`src/rtl/ide_busmaster_dma.sv`:
```
module ide_busmaster_dma #(
  parameter bit SIMPLEX_ONLY = 1'b1
) (
  input  logic        clk,
  input  logic        rst_n,
  input  logic        reg_wr,
  input  logic [2:0]  reg_addr,
  input  logic [31:0] reg_wdata,
  output logic [31:0] reg_rdata,
  output logic        mem_req,
  output logic        mem_we,
  output logic [31:0] mem_addr,
  output logic [31:0] mem_wdata,
  output logic [3:0]  mem_be,
  input  logic        mem_ack,
  input  logic [31:0] mem_rdata,
  output logic        dout_valid,
  output logic [15:0] dout_data,
  input  logic        dout_ready,
  input  logic        din_valid,
  input  logic [15:0] din_data,
  output logic        din_ready,
  input  logic        drv_irq,
  output logic        host_irq
);

  typedef enum logic [3:0] {
    S_IDLE, S_FADDR, S_FCNT, S_NEXT, S_MRD, S_SLO, S_SHI,
    S_RLO, S_RHI, S_MWR, S_WAITI
  } state_t;

  state_t      state;
  logic        cmd_start, cmd_dir;
  logic        st_err, st_irq, irq_q;
  logic [1:0]  cap;
  logic [29:0] ptr;
  logic [31:0] desc_ptr, cur_addr, buf_q;
  logic [16:0] remain;
  logic        eot;

  wire busy     = (state != S_IDLE);
  wire wr_cmd   = reg_wr && (reg_addr == 3'd0);
  wire wr_st    = reg_wr && (reg_addr == 3'd2);
  wire wr_ptr   = reg_wr && (reg_addr == 3'd4);
  wire start_go = wr_cmd && reg_wdata[0] && !cmd_start && !busy;
  wire full     = remain > 17'd2;
  wire irq_rise = drv_irq && !irq_q;
  wire desc_bad = mem_rdata[0] || (cur_addr[1:0] != 2'b00);
  wire err_set  = (state == S_FCNT) && mem_ack && desc_bad;

  assign mem_req    = (state == S_FADDR) || (state == S_FCNT) || (state == S_MRD) || (state == S_MWR);
  assign mem_we     = (state == S_MWR);
  assign mem_addr   = (state == S_FADDR) ? desc_ptr :
                      (state == S_FCNT)  ? desc_ptr + 32'd4 : cur_addr;
  assign mem_be     = (state == S_MWR && !full) ? 4'b0011 : 4'b1111;
  assign mem_wdata  = buf_q;
  assign dout_valid = (state == S_SLO) || (state == S_SHI);
  assign dout_data  = (state == S_SHI) ? buf_q[31:16] : buf_q[15:0];
  assign din_ready  = (state == S_RLO) || (state == S_RHI);
  assign host_irq   = st_irq || st_err;

  always_comb begin
    case (reg_addr)
      3'd0:    reg_rdata = {24'd0, 4'd0, cmd_dir, 2'd0, cmd_start};
      3'd2:    reg_rdata = {24'd0, SIMPLEX_ONLY, cap, 2'd0, st_irq, st_err, busy};
      3'd4:    reg_rdata = {ptr, 2'b00};
      default: reg_rdata = 32'd0;
    endcase
  end

  always_ff @(posedge clk or negedge rst_n) begin
    if (!rst_n) begin
      cmd_start <= 1'b0;
      cmd_dir   <= 1'b0;
      st_err    <= 1'b0;
      st_irq    <= 1'b0;
      irq_q     <= 1'b0;
      cap       <= 2'b00;
      ptr       <= '0;
    end else begin
      irq_q <= drv_irq;
      if (wr_cmd) begin
        cmd_start <= reg_wdata[0];
        if (!busy) cmd_dir <= reg_wdata[3];
      end
      if (wr_ptr) ptr <= reg_wdata[31:2];
      if (wr_st)  cap <= reg_wdata[6:5];
      if (irq_rise)                     st_irq <= 1'b1;
      else if (wr_st && reg_wdata[2])   st_irq <= 1'b0;
      if (err_set)                      st_err <= 1'b1;
      else if (wr_st && reg_wdata[1])   st_err <= 1'b0;
    end
  end

  always_ff @(posedge clk or negedge rst_n) begin
    if (!rst_n) begin
      state    <= S_IDLE;
      desc_ptr <= '0;
      cur_addr <= '0;
      buf_q    <= '0;
      remain   <= '0;
      eot      <= 1'b0;
    end else begin
      case (state)
        S_IDLE: if (start_go) begin
          desc_ptr <= {ptr, 2'b00};
          state    <= S_FADDR;
        end
        S_FADDR: if (mem_ack) begin
          cur_addr <= mem_rdata;
          state    <= S_FCNT;
        end
        S_FCNT: if (mem_ack) begin
          remain   <= {mem_rdata[15:0] == 16'd0, mem_rdata[15:0]};
          eot      <= mem_rdata[31];
          desc_ptr <= desc_ptr + 32'd8;
          state    <= desc_bad ? S_IDLE : S_NEXT;
        end
        S_NEXT: begin
          if (!cmd_start)          state <= S_IDLE;
          else if (remain == '0)   state <= !eot ? S_FADDR : (st_irq ? S_IDLE : S_WAITI);
          else                     state <= cmd_dir ? S_RLO : S_MRD;
        end
        S_MRD: if (mem_ack) begin
          buf_q <= mem_rdata;
          state <= S_SLO;
        end
        S_SLO: if (dout_ready) begin
          if (full) state <= S_SHI;
          else begin
            remain <= '0;
            state  <= S_NEXT;
          end
        end
        S_SHI: if (dout_ready) begin
          remain   <= remain - 17'd4;
          cur_addr <= cur_addr + 32'd4;
          state    <= S_NEXT;
        end
        S_RLO: if (din_valid) begin
          buf_q[15:0] <= din_data;
          state       <= full ? S_RHI : S_MWR;
        end
        S_RHI: if (din_valid) begin
          buf_q[31:16] <= din_data;
          state        <= S_MWR;
        end
        S_MWR: if (mem_ack) begin
          remain   <= full ? remain - 17'd4 : '0;
          cur_addr <= cur_addr + 32'd4;
          state    <= S_NEXT;
        end
        S_WAITI: if (st_irq || !cmd_start) state <= S_IDLE;
        default: state <= S_IDLE;
      endcase
    end
  end

endmodule

```
`config.mk`:
```
export PLATFORM = sky130hd
export DESIGN_NAME = ide_busmaster_dma
export DESIGN_NICKNAME = d
export VERILOG_FILES = /design/src/rtl/ide_busmaster_dma.sv
export SDC_FILE = /design/constraint.sdc
export NUM_CORES = 1
export LEC_CHECK = 0
export BUFFER_PORTS_ARGS = -buffer_cell sky130_fd_sc_hd__buf_2
export CORE_UTILIZATION = 45
export CTS_BUF_LIST = sky130_fd_sc_hd__clkbuf_4 sky130_fd_sc_hd__clkbuf_8 sky130_fd_sc_hd__clkbuf_16
export DETAILED_ROUTE_END_ITERATION = 7
export PLACE_DENSITY = 0.68
export SYNTH_ARGS = -nofsm -noshare
export SYNTH_HDL_FRONTEND = slang
export SYNTH_SLANG_ARGS = --single-unit
```
`constraint.sdc`:
```
create_clock -name clk -period 4.27 [get_ports clk]
set_input_delay 0.2135 -clock clk [delete_from_list [all_inputs] [get_ports clk]]
set_output_delay 0.2135 -clock clk [all_outputs]
set_load 0.1 [all_outputs]
```
==> flow_summary_export.csv, run 1 <==
group,metric,value,unit
timing,whs,-0.000247,ns
die,die_h,149,um
synth,synthTopCellsByArea,"dfrtp_1 39%, a21oi_1 6.4%, mux2_2 6.2%",
clock_tree,cts_tree,"done",
die,dieArea,0.0223,sq mm
setup_path,start_kind,"flip-flop",
timing,finalSetupViolations,0,
clock_tree,insertion_delay,0.44,ns
setup_path,rrSetupSlack,1.15,ns
run,maxCapViolCount,0,
drt,routedWlPerCell,20.5,um
timing,drv_slew,0,
timing,fmax,0.267,GHz
drt,route.vias.total,10000,
synth,synth_cell_types,72,
drt,drtIter0Drc,1036,
status,status,"finished with violations",
finish,drive_gt1_share,24.6,%
die,die_w,149,um
synth,synth_edf_count,0,
synth,ys.flop_type,"dfrtp_1",
setup_path,cp.required,4.06,ns
global_routing,overflow,0,
clock_tree,clk_pin_slew_worst_paths,0.07,ns
clock_tree,clockBufferDepth,2,
drt,drt-pass1-iter-count,6,
synth,synth_area,0.00978,sq mm
timing,finalCritPeriodShare,87.7,%
synth,syn_inst,1171,
setup_path,endpoint_kind,"output pin",
placed_design,hpwl,24200,um
status,failed_checks,"negative hold slack",
placed_design,place_inst,1588,
timing,finalHoldViolCount,1,
finish,layout.cells.most_common_list,"207 x buf_2, 153 x dfrtp_1, 130 x nand2_1, 126 x a21oi_1, 107 x nor2_1",
global_routing,grt_max_degree,95,
synth,synthArstFlopShare,100,%
min_path,min_from,"reg_wdata[9]",
die,core_area,0.0212,sq mm
min_path,whs_path_depth,2,
drt,drc_errors,0,
setup_path,worst_r2r_endpoint,"remain[12]",
timing,rsz0062_at_grt,"no",
synth,synthAdderAreaFrac,0.640,%
die,rows,53,
drt,wirelength,33300,um
synth,yosysSeqAreaShare,39.2,%
clock_tree,clock-sinks,153,
finish,layout_commonest_cell,"buf_2",
synth,synth-warning-count,0,
setup_path,r2r.worst_path.cells,6,
die,start_util,46.2,%
synth,ys_seq_elements,153,
global_routing,grt_pass1_wl,51400,um
finish,syn_to_final_growth,19.0,%
clock_tree,htreeDepth,4,
drt,via_per_inst,6.16,
finish,nFillCells,2002,
synth,synth_top_family_by_area,"compound AO/OA/AOI/OAI gates",
global_routing,grt_antenna_before_repair,1,
setup_path,r2r-start,"state[1]",
setup_path,crit_fanout,14,
min_path,holdPathEnd,"ptr[7]",
timing,worst_pin_slew,1.10,ns
die,io_pins,211,
synth,synth-simple-area-share,21.8,%
timing,slew_headroom,26.5,%
clock_tree,cts_buffers,17,
setup_path,critical_path_class,"flip-flop to output pin",
finish,antenna_cells,0,
clock_tree,cts_root_buffer,"clkbuf_16",
finish,nets,1434,
global_routing,grt.total_usage,30.2,%
synth,netlist.top_cell.by_area,"dfrtp_1",
drt,drtAntennaViolNets,0,
global_routing,grt_pass1_vias,8860,
placed_design,io_buffer_count,208,
timing,skew,0.0102,ns
setup_path,crit_arrival,3.53,ns
placed_design,dpl_worst_slack,1.07,ns
timing,period_needed,3.74,ns
synth,muxShareOfSynthArea,9.80,%
synth,synthXorXnorAreaFrac,0.179,%
synth,synth_compound_area_share,23.7,%
synth,netlist.area_leader.share,39.2,%
min_path,holdCritPathClass,"input pin to flip-flop",
placed_design,gp_congestion,0.957,
synth,avgSynthCellArea,8.35,sq um
finish,stdcell_count,1626,
timing,fin_ws,0.526,ns
clock_tree,cts_setup_buffers,0,
setup_path,startpoint,"desc_ptr[2]",
## cell type report
| class | instances | area (sq um) | area share, % |
|---|---|---|---|
| clock buffers | 20 | 454 | 3.90 |
| clock inverters | 11 | 149 | 1.28 |
| inverters | 21 | 78.8 | 0.678 |
| multi-input cells | 912 | 5520 | 47.4 |
| flip-flops and latches | 153 | 3830 | 32.9 |
| well taps | 275 | 344 | 2.96 |
| repair buffers | 234 | 1260 | 10.8 |
## worst max-delay path by stage
| stage | endpoint | cells past startpoint |
|---|---|---|
| 6_report | mem_addr[22] | 7 |
| 5_1_grt | mem_addr[22] | 7 |
| 4_1_cts | mem_addr[22] | 7 |
| 3_5_place_dp | mem_addr[22] | 7 |
| 3_3_place_gp | mem_addr[24] | 6 |
| 2_1_floorplan | mem_addr[18] | 6 |
## critical path, stage by stage, from the launching register on
cell      delay [ns]
dfrtp_1         0.63
ha_1            0.27
nand3_2         0.13
or3_1           0.45
nor2_1          0.37
nand2_1         0.24
o311ai_0        0.48
buf_2           0.51
## what timing repair did
item	4_1_cts	5_1_grt
hold buffers	7	0
gates resized for setup	0	0
endpoints found under the hold margin	98	0
## registers in the layout (all words and copies together) (netlist names)
register   cells
st_err         1
st_irq         1
desc_ptr      30
eot            1
irq_q          1
cmd_start      1
remain        17
cap            2
cur_addr      32
state          4
ptr           30
mem_wdata     32
cmd_dir        1
## through the flow
step | setup TNS, ns | area (sq um) | util [%]
after global routing | 0 | 11600 | 55.0
after global placement | 0 | 11000 | 51.8
after floorplan | -4.03 | 9780 | -
final | 0 | 11600 | 55.0
after CTS | 0 | 11600 | 55.0
after detailed placement | 0 | 11000 | 51.8
## cell usage after synthesis, drive strengths merged (6+ instances only)
cell,count
a21oi,126
a22oi,16
a2bb2oi,12
a31oi,15
a32oi,6
and2,31
and3,16
and4,6
buf,38
clkbuf,48
dfrtp,153
inv,21
mux2,54
mux2i,35
nand2,130
nand3,36
nand4,16
nor2,107
nor2b,7
nor3,39
nor4,12
o21ai,109
o22a,7
o22ai,31
o2bb2ai,6
o311ai,7
or2,6
or3,8
## kinds of logic (layout without fill, tap and decap cells)
| kind of cell | after synthesis | count (layout) |
|---|---|---|
| adders and majority gates | 5 | 5 |
| xor gates and xnor gates | 2 | 2 |
| muxes | 89 | 89 |
| other | 1 | 2 |
| AOI/OAI and AO/OA | 380 | 380 |
| DFF | 153 | 153 |
| buffers and inverters | 107 | 286 |
| and+or+nand+nor | 434 | 434 |
## layer usage
layer | GRT usage [%] | wire length, um | vias up
met3 | 4.42 | 2730 | 66
li1 | - | - | 4652
met5 | 0 | 13 | -
met1 | 41.8 | 14000 | 4799
met2 | 48.0 | 15700 | 493
met4 | 10.5 | 905 | 2
Power of run 1 is left out: the tool's default activity adds up to more than one toggle a clock period on the data nets, which glitch-free logic cannot reach.
==> run 2: changes to the inputs <==
==> constraint.sdc (replaced) <==
create_clock -name clk -period 4.31 [get_ports clk]
set_input_delay 0.2155 -clock clk [delete_from_list [all_inputs] [get_ports clk]]
set_output_delay 0.2155 -clock clk [all_outputs]
set_load 0.1 [all_outputs]
==> run 2 against run 1 <==
- largest cell class unchanged
- the run now ends clean
- clock skew rose by 0.00057 ns
- die area did not move
- critical endpoint unchanged
- design area rose by 0.57%
- cell count rose by 0.18%
- non-clock buffer count rose by 1
==> flow_summary_export.csv, run 2 (synthesis results as in run 1) <==
group,metric,value,unit
die,io_pins,211,
timing,skew,0.0107,ns
drt,drtAntennaViolNets,0,
global_routing,grt_pass1_vias,9042,
clock_tree,htreeDepth,4,
setup_path,startpoint,"desc_ptr[2]",
global_routing,grt_pass1_wl,51800,um
setup_path,r2r-start,"state[1]",
finish,syn_to_final_growth,19.6,%
timing,rsz0062_at_grt,"no",
timing,finalCritPeriodShare,87.5,%
global_routing,met2_usage,48.5,%
clock_tree,clk_pin_slew_worst_paths,0.07,ns
timing,fin_setup_tns,0,ns
timing,drv_slew,0,
clock_tree,clock-sinks,153,
timing,period_needed,3.77,ns
setup_path,crit_arrival,3.55,ns
die,die_h,149,um
drt,drt-pass1-iter-count,6,
clock_tree,cts_tree,"done",
finish,nFillCells,2007,
timing,worst_pin_slew,1.13,ns
placed_design,hpwl,24200,um
drt,via_per_inst,6.10,
clock_tree,cts-resized-gates,0,
die,rows,53,
finish,drive_gt1_share,24.6,%
finish,layout_commonest_cell,"buf_2",
clock_tree,cts_root_buffer,"clkbuf_16",
setup_path,crit_fanout,14,
setup_path,critical_path_class,"flip-flop to output pin",
clock_tree,postCtsHoldBufs,9,
global_routing,grt_antenna_before_repair,0,
setup_path,cp.required,4.09,ns
min_path,min_from,"reg_wdata[23]",
timing,fmax,0.265,GHz
setup_path,endpoint_kind,"output pin",
clock_tree,cts_setup_buffers,0,
finish,nets,1435,
drt,routedWlPerCell,20.5,um
run,maxCapViolCount,0,
clock_tree,insertion_delay,0.44,ns
placed_design,io_buffer_count,208,
finish,final_util,55.3,%
setup_path,start_kind,"flip-flop",
die,core_area,0.0212,sq mm
timing,finalHoldViolCount,0,
status,status,"completed",
drt,drc_errors,0,
global_routing,overflow,0,
setup_path,rrSetupSlack,1.28,ns
drt,wirelength,33400,um
drt,route.vias.total,9943,
timing,slew_headroom,24.6,%
timing,finalSetupViolations,0,
drt,drtIter0Drc,939,
clock_tree,cts_buffers,17,
min_path,holdCritPathClass,"input pin to flip-flop",
die,dieArea,0.0223,sq mm
global_routing,grt_max_degree,95,
clock_tree,clockBufferDepth,2,
global_routing,grt.total_usage,30.3,%
finish,layout.cells.most_common_list,"207 x buf_2, 153 x dfrtp_1, 130 x nand2_1, 126 x a21oi_1, 107 x nor2_1",
global_routing,met1_usage,41.7,%
global_routing,use_met3,4.85,%
die,die_w,149,um
placed_design,gp_congestion,0.976,
die,start_util,46.2,%
global_routing,grt-busiest-layer,"met2",
==> run 2: changes by cell type in the layout (fill, tap and decap cells not counted) <==
| cell | change |
|---|---|
| buf_4 | -1 |
| bufinv_16 | +1 |
| clkbuf_4 | -2 |
| clkbuf_8 | +2 |
| clkinv_2 | -1 |
| clkinv_4 | +3 |
| clkinvlp_4 | -4 |
| diode_2 | +1 |
| dlygate4sd3_1 | +2 |
| inv_6 | +2 |
==> run 2: worst paths after layout <==
path                                endpoint  cells past startpoint
worst max register to register    remain[13]                      6
max in group asynchronous            ptr[13]                      3
min in group asynchronous       mem_wdata[6]                      2
worst min register to register        st_irq                      1
worst max-delay path            mem_addr[22]                      7
worst min-delay path                 ptr[21]                      2
==> run 2: per-layer routing <==
metal  share of wire [%]  vias to the layer above
li1                    -                     4643
met1                  43                     4794
met2                  47                      457
met3                 7.8                       49
met4                 2.3                        0
met5                   0                        -
==> run 2: final cells by class <==
type                       count  area (sq um)  share of cell area (%)
antenna                        1          2.50                  0.0214
clock inverter                12           188                    1.60
tap                          275           344                    2.94
sequential                   153          3830                    32.7
clock buffer                  20           467                    3.99
multi-input combinational    912          5520                    47.2
timing repair buffer         235          1270                    10.9
inverter                      21          78.8                   0.674
==> run 2: metrics by stage <==
step | cell area [sq um] | hold slack, ns | std cells | worst slack, ns
finish | 11700 | 0.0112 | 1629 | 0.540
global placement | 11000 | 0.338 | 1587 | 1.14
CTS | 11700 | 0.00345 | 1628 | 0.601
global route | 11700 | 0.00139 | 1628 | 0.427
detailed placement | 11000 | 0.344 | 1587 | 1.08
floorplan | 9780 | -0.0801 | 1172 | -0.943
==> run 2: worst max-delay path, cell delays in order (launching register included) <==
cell,delay [ns]
dfrtp_1,0.63
ha_1,0.28
nand3_2,0.14
or3_1,0.45
nor2_1,0.35
nand2_1,0.25
o311ai_0,0.50
buf_2,0.51
Power of run 2 is left out for the same reason.
